## src/rtl/ext_range_mmd_pkg.sv

```systemverilog
package ext_range_mmd_pkg;

  localparam int CELL_COUNT = 5;
  localparam int MIN_CELLS  = 2;
  localparam int RATIO_W    = CELL_COUNT + 1;
  localparam int RATIO_MIN  = 1 << MIN_CELLS;

  // Per-cell configuration handed from control to the cell chain
  typedef struct packed {
    logic [CELL_COUNT-1:0] active;  // cell takes part in the cascade
    logic [CELL_COUNT-1:0] prog;    // cell may swallow one extra clock
  } cellCfg_t;

  function automatic logic [RATIO_W-1:0] clampRatio(input logic [RATIO_W-1:0] r);
    return (int'(r) < RATIO_MIN) ? RATIO_W'(RATIO_MIN) : r;
  endfunction

endpackage

```

## src/rtl/ext_range_mmd_ctrl.sv

```systemverilog
module ext_range_mmd_ctrl
  import ext_range_mmd_pkg::*;
(
  input  logic               clk,
  input  logic               rst,
  input  logic [RATIO_W-1:0] ratio,
  input  logic               periodEnd,
  output logic [RATIO_W-1:0] ratioEff,
  output cellCfg_t           cfg
);

  localparam int MSB_W = $clog2(RATIO_W);

  logic [RATIO_W-1:0] ratioQ;
  logic [MSB_W-1:0]   msbPos;

  // Ratio is only taken at a period boundary or under reset
  always_ff @(posedge clk) begin
    if (rst || periodEnd) ratioQ <= clampRatio(ratio);
  end

  assign ratioEff = ratioQ;

  // Cascade length equals the position of the leading one
  always_comb begin
    msbPos = '0;
    for (int i = 0; i < RATIO_W; i++) begin
      if (ratioQ[i]) msbPos = MSB_W'(i);
    end
  end

  always_comb begin
    for (int i = 0; i < CELL_COUNT; i++) begin
      cfg.active[i] = (i < int'(msbPos));
      cfg.prog[i]   = cfg.active[i] & ratioQ[i];
    end
  end

endmodule

```

## src/rtl/ext_range_mmd_chain.sv

```systemverilog
module ext_range_mmd_chain
  import ext_range_mmd_pkg::*;
(
  input  logic     clk,
  input  logic     rst,
  input  cellCfg_t cfg,
  output logic     periodEnd,
  output logic     divOut
);

  logic [1:0]            cnt  [CELL_COUNT];
  logic [CELL_COUNT-1:0] tick;
  logic [CELL_COUNT-1:0] last;
  logic [1:0]            lenM1;
  logic                  modCtl;
  logic                  carry;

  // Modulus control flows from the top cell down; a bypassed cell
  // has length one, is always in its final interval, and passes it on.
  always_comb begin
    modCtl = 1'b1;
    lenM1  = 2'd0;
    for (int i = CELL_COUNT - 1; i >= 0; i--) begin
      lenM1   = cfg.active[i] ? (2'd1 + {1'b0, cfg.prog[i] & modCtl}) : 2'd0;
      last[i] = (cnt[i] == lenM1);
      modCtl  = modCtl & last[i];
    end
  end

  // Output events ripple upward: a cell steps when all below complete
  always_comb begin
    carry = 1'b1;
    for (int i = 0; i < CELL_COUNT; i++) begin
      tick[i] = carry;
      carry   = carry & last[i];
    end
    periodEnd = carry;
  end

  always_ff @(posedge clk) begin
    for (int i = 0; i < CELL_COUNT; i++) begin
      if (rst)          cnt[i] <= 2'd0;
      else if (tick[i]) cnt[i] <= last[i] ? 2'd0 : cnt[i] + 2'd1;
    end
  end

  always_ff @(posedge clk) begin
    if (rst) divOut <= 1'b0;
    else     divOut <= periodEnd;
  end

endmodule

```

## src/rtl/ext_range_mmd.sv

```systemverilog
module ext_range_mmd
  import ext_range_mmd_pkg::*;
(
  input  logic               clk,
  input  logic               rst,
  input  logic [RATIO_W-1:0] ratio,
  output logic               divOut
);

  cellCfg_t           cfg;
  logic               periodEnd;
  logic [RATIO_W-1:0] ratioEff;

  ext_range_mmd_ctrl u_ctrl (
    .clk       (clk),
    .rst       (rst),
    .ratio     (ratio),
    .periodEnd (periodEnd),
    .ratioEff  (ratioEff),
    .cfg       (cfg)
  );

  ext_range_mmd_chain u_chain (
    .clk       (clk),
    .rst       (rst),
    .cfg       (cfg),
    .periodEnd (periodEnd),
    .divOut    (divOut)
  );

endmodule

```

## config.mk

```make
export PLATFORM = sky130hd
export DESIGN_NAME = ext_range_mmd
export DESIGN_NICKNAME = d
export VERILOG_FILES = /design/src/rtl/ext_range_mmd_pkg.sv /design/src/rtl/ext_range_mmd_ctrl.sv /design/src/rtl/ext_range_mmd_chain.sv /design/src/rtl/ext_range_mmd.sv
export SDC_FILE = /design/constraint.sdc
export NUM_CORES = 1
export LEC_CHECK = 0
export ABC_AREA = 1
export CAP_MARGIN = 20
export CORE_AREA = 2 2 69 51
export DETAILED_ROUTE_END_ITERATION = 8
export DIE_AREA = 0 0 71 53
export PLACE_DENSITY = 0.6
export SETUP_SLACK_MARGIN = 0.02
export SLEW_MARGIN = 20
export SYNTH_ARGS = -nofsm -noshare
export SYNTH_HDL_FRONTEND = slang
export SYNTH_HIERARCHICAL = 1
export SYNTH_SLANG_ARGS = --single-unit
```

## constraint.sdc

```tcl
create_clock -name clk -period 2.8 [get_ports clk]
set_input_delay 0.42 -clock clk [delete_from_list [all_inputs] [get_ports clk]]
set_output_delay 0.42 -clock clk [all_outputs]
set_load 0.1 [all_outputs]
```

==> flow_summary.yaml, run 1 <==
worst_setup_path:
  crit_buf_inv: 3
  required_ns: 2.82
  worstPathCellList: "nand2_1 -> inv_2 -> inv_2 -> nand2_2 -> nand2_1 -> nand2_2 -> nor2_4 -> nand4_1 -> nand2_1 -> nand4_1 -> nand3_1 -> nand2_2 -> nor2_4 -> nand3_2 -> nand3_2 -> nand2_2 -> buf_4 -> nor2_4 -> nand4_1 -> nand2_2 -> nor2_4 -> nand2_4 -> nor2_4 -> or2_4"
  crit_arrival_ns: 3.10
  critPathKind: "reg2reg"
  cp-start-kind: "flop"
  path_max_fanout: 6
  path_delay_family: "simple AND/OR/NAND/NOR gates"
  crit_path_end_kind: "flop"
  slowest_delay_ns: 0.41
  cp_slowest_cell: "edfxtp_1"
sta:
  worst_slack_ns: -0.281
  final-setup-viol-count: 25
  tightest_slew_ns: 0.440
  max_slew_margin: 0.704
  holdWs_ns: 0.458
  min_period_ns: 3.08
  clock-skew-final_ns: 0.00539
  rsz0062_at_grt: "true"
  fmax_mhz: 325
  finalCritPeriodShare: 1.10
  finalHoldViolCount: 0
  slew_viol_final: 0
  fin_tns_setup_ns: -5.28
grt:
  grt_max_degree: 12
  grt_busiest_layer: "met2"
  overflow: 0
  grtUsageMet3: 0.0495
  met2_usage: 0.310
  grt_pass1_vias: 1131
  grt_use_total: 0.172
  use_met1: 0.196
  antenna_found_initial: 0
  grt_pass1_wl_mm: 4.82
pwr:
  finalPower_w: 0.000748
  power_leakage_nw: 0.732
  ir_worst_vdd_mv: 0.242
  p_per_area_mw_per_mm2: 449
die:
  io_pins: 9
  rows: 17
  die_h_um: 53
  core_mm2: 0.00308
  die_w_um: 71
  initial_core_util: 0.388
  die_area_mm2: 0.00376
logic_synthesis:
  yosys_warnings: 6
  synth_area_per_cell_um2: 7.72
  synth-seq-cells: 17
  syn_inst: 155
  synthesis.nets: 163
  ys_top_cells_by_area: "edfxtp_1 (35%), nand2_1 (11%), nand4_1 (7.3%), inv_1 (6.0%), nor2_4 (5.6%)"
  synthesis.area_mm2: 0.00120
  synthDominantCellAreaShare: 0.351
  ys_seq_area_frac: 0.402
  ys_types: 23
  yosys.area.top_type: "edfxtp_1"
outcome:
  violations: "negative setup slack"
  status: "finished, violations left"
cells_and_area:
  drive_gt1_frac: 0.437
  nets: 199
  diodes: 0
  utilization: 0.540
  synthToLayoutAreaGrowth_pct: 39.1
  fillCellCount: 284
clocking:
  clock_sinks: 17
  cts-buffers-inserted: 3
  tritoncts: "built"
  clk_latency_ns: 0.27
  h-tree-depth: 1
  cts_buffer_depth: 2
  clockRootBuffer: "clkbuf_8"
  clk_pin_slew_worst_paths_ns: 0.07
drt:
  initialDrtViolationCount: 42
  via_count: 1137
  drt-total-wl_mm: 2.89
  drc: 0
  antenna_left: 0
  routedWlPerCell_um: 12.7
  dr.pass1.iters: 4
  vias_per_cell: 4.99
run:
  maxCapViolCount: 0
place:
  hpwl_mm: 2.07
  gp_congestion: 0.892
  numPortBuffers: 8
worst_hold_path:
  hp-class: "reg2reg"
==> per-layer routing <==
metal | vias up | part of all wire | wire (um)
met2 | 19 | 0.49 | 1410
li1 | 580 | - | -
met5 | - | 0 | 0
met3 | 6 | 0.035 | 101
met1 | 532 | 0.46 | 1340
met4 | 0 | 0.012 | 34
==> what timing repair did <==
item	CTS	global route
resized for setup	14	13
gates cloned	0	0
setup endpoints to repair	25	25
hold buffers	0	0
pin swaps	5	17
setup buffers	5	3
==> per-stage QoR <==
| step | cell area, um2 | cells | setup WS [ns] |
|---|---|---|---|
| floorplan | 1210 | 155 | -0.0610 |
| global placement | 1460 | 216 | -0.130 |
| detailed placement | 1460 | 216 | -0.270 |
| CTS | 1590 | 225 | -0.176 |
| global route | 1660 | 228 | -0.538 |
| finish | 1660 | 228 | -0.281 |
==> cells in the mapped netlist <==
cell	number
o21ai_0	1
a21boi_0	3
or2_2	1
clkbuf_1	4
nand2_1	36
dfxtp_1	3
nor3_1	3
nand4_1	14
edfxtp_1	14
nor3_2	2
o21ai_1	1
a21boi_1	1
nand3_1	8
nand3_2	3
nor2_4	6
nor2_2	3
inv_1	19
a21oi_1	3
inv_2	5
a21o_1	1
nand2_2	9
nor2_1	12
xnor2_1	3
==> cells by family after synthesis <==
logic type      share of synthesized area
compound gates                     0.0523
xor+xnor                           0.0220
buf+inv                            0.0879
flops                               0.402
simple gates                        0.436
==> area by class of cell <==
class / count / area, um2 / share of cell area
Clock inverter: 1 / 7.51 / 0.00451
Sequential cell: 17 / 480 / 0.289
Timing Repair Buffer: 35 / 292 / 0.175
Clock buffer: 3 / 41.3 / 0.0248
Inverter: 24 / 90.1 / 0.0541
Multi-Input combinational cell: 110 / 706 / 0.424
Tap cell: 38 / 47.5 / 0.0286
==> sequential cells by signal (all words and copies together), names as in the netlist <==
| register | cells |
|---|---|
| u_chain/cnt | 10 |
| u_chain/divOut | 1 |
| u_ctrl/ratioEff | 6 |
==> cells in the final DEF (no fill, tap or decap), drive strengths merged, types with 2 or more instances in the layout <==
| cell | instances |
|---|---|
| nand2 | 45 |
| buf | 28 |
| inv | 24 |
| nor2 | 21 |
| nand4 | 14 |
| edfxtp | 14 |
| nand3 | 11 |
| clkdlybuf4s50 | 7 |
| nor3 | 5 |
| a21boi | 4 |
| clkbuf | 3 |
| xnor2 | 3 |
| a21oi | 3 |
| dfxtp | 3 |
| o21ai | 2 |
==> worst paths after layout <==
| path | from | endpoint | slack (ns) | cells after the start |
|---|---|---|---|---|
| min reg2reg | u_chain/cnt[0][0]$_SDFF_PP0_ | u_chain/cnt[0][0]$_SDFF_PP0_ | 0.46 | 1 |
| max | u_ctrl/ratioEff[4]$_SDFFCE_PN0P_ | u_ctrl/ratioEff[2]$_SDFFCE_PN1P_ | -0.28 | 24 |
| min | u_chain/cnt[0][0]$_SDFF_PP0_ | u_chain/cnt[0][0]$_SDFF_PP0_ | 0.46 | 1 |
| max reg2reg | u_ctrl/ratioEff[4]$_SDFFCE_PN0P_ | u_ctrl/ratioEff[2]$_SDFFCE_PN1P_ | -0.28 | 24 |
==> power by group <==
group,switching (W),internal (W)
registers,0.0000160,0.000295
clock network,0.000102,0.000101
logic,0.000127,0.000107
total,0.000245,0.000502
Power figures use the tool's default switching activity.
==> run 2: changes to the inputs <==
SLEW_MARGIN = not set   (was 20)
==> results of run 2 <==
The final DEF is identical to that of run 1; final timing and power are the same.
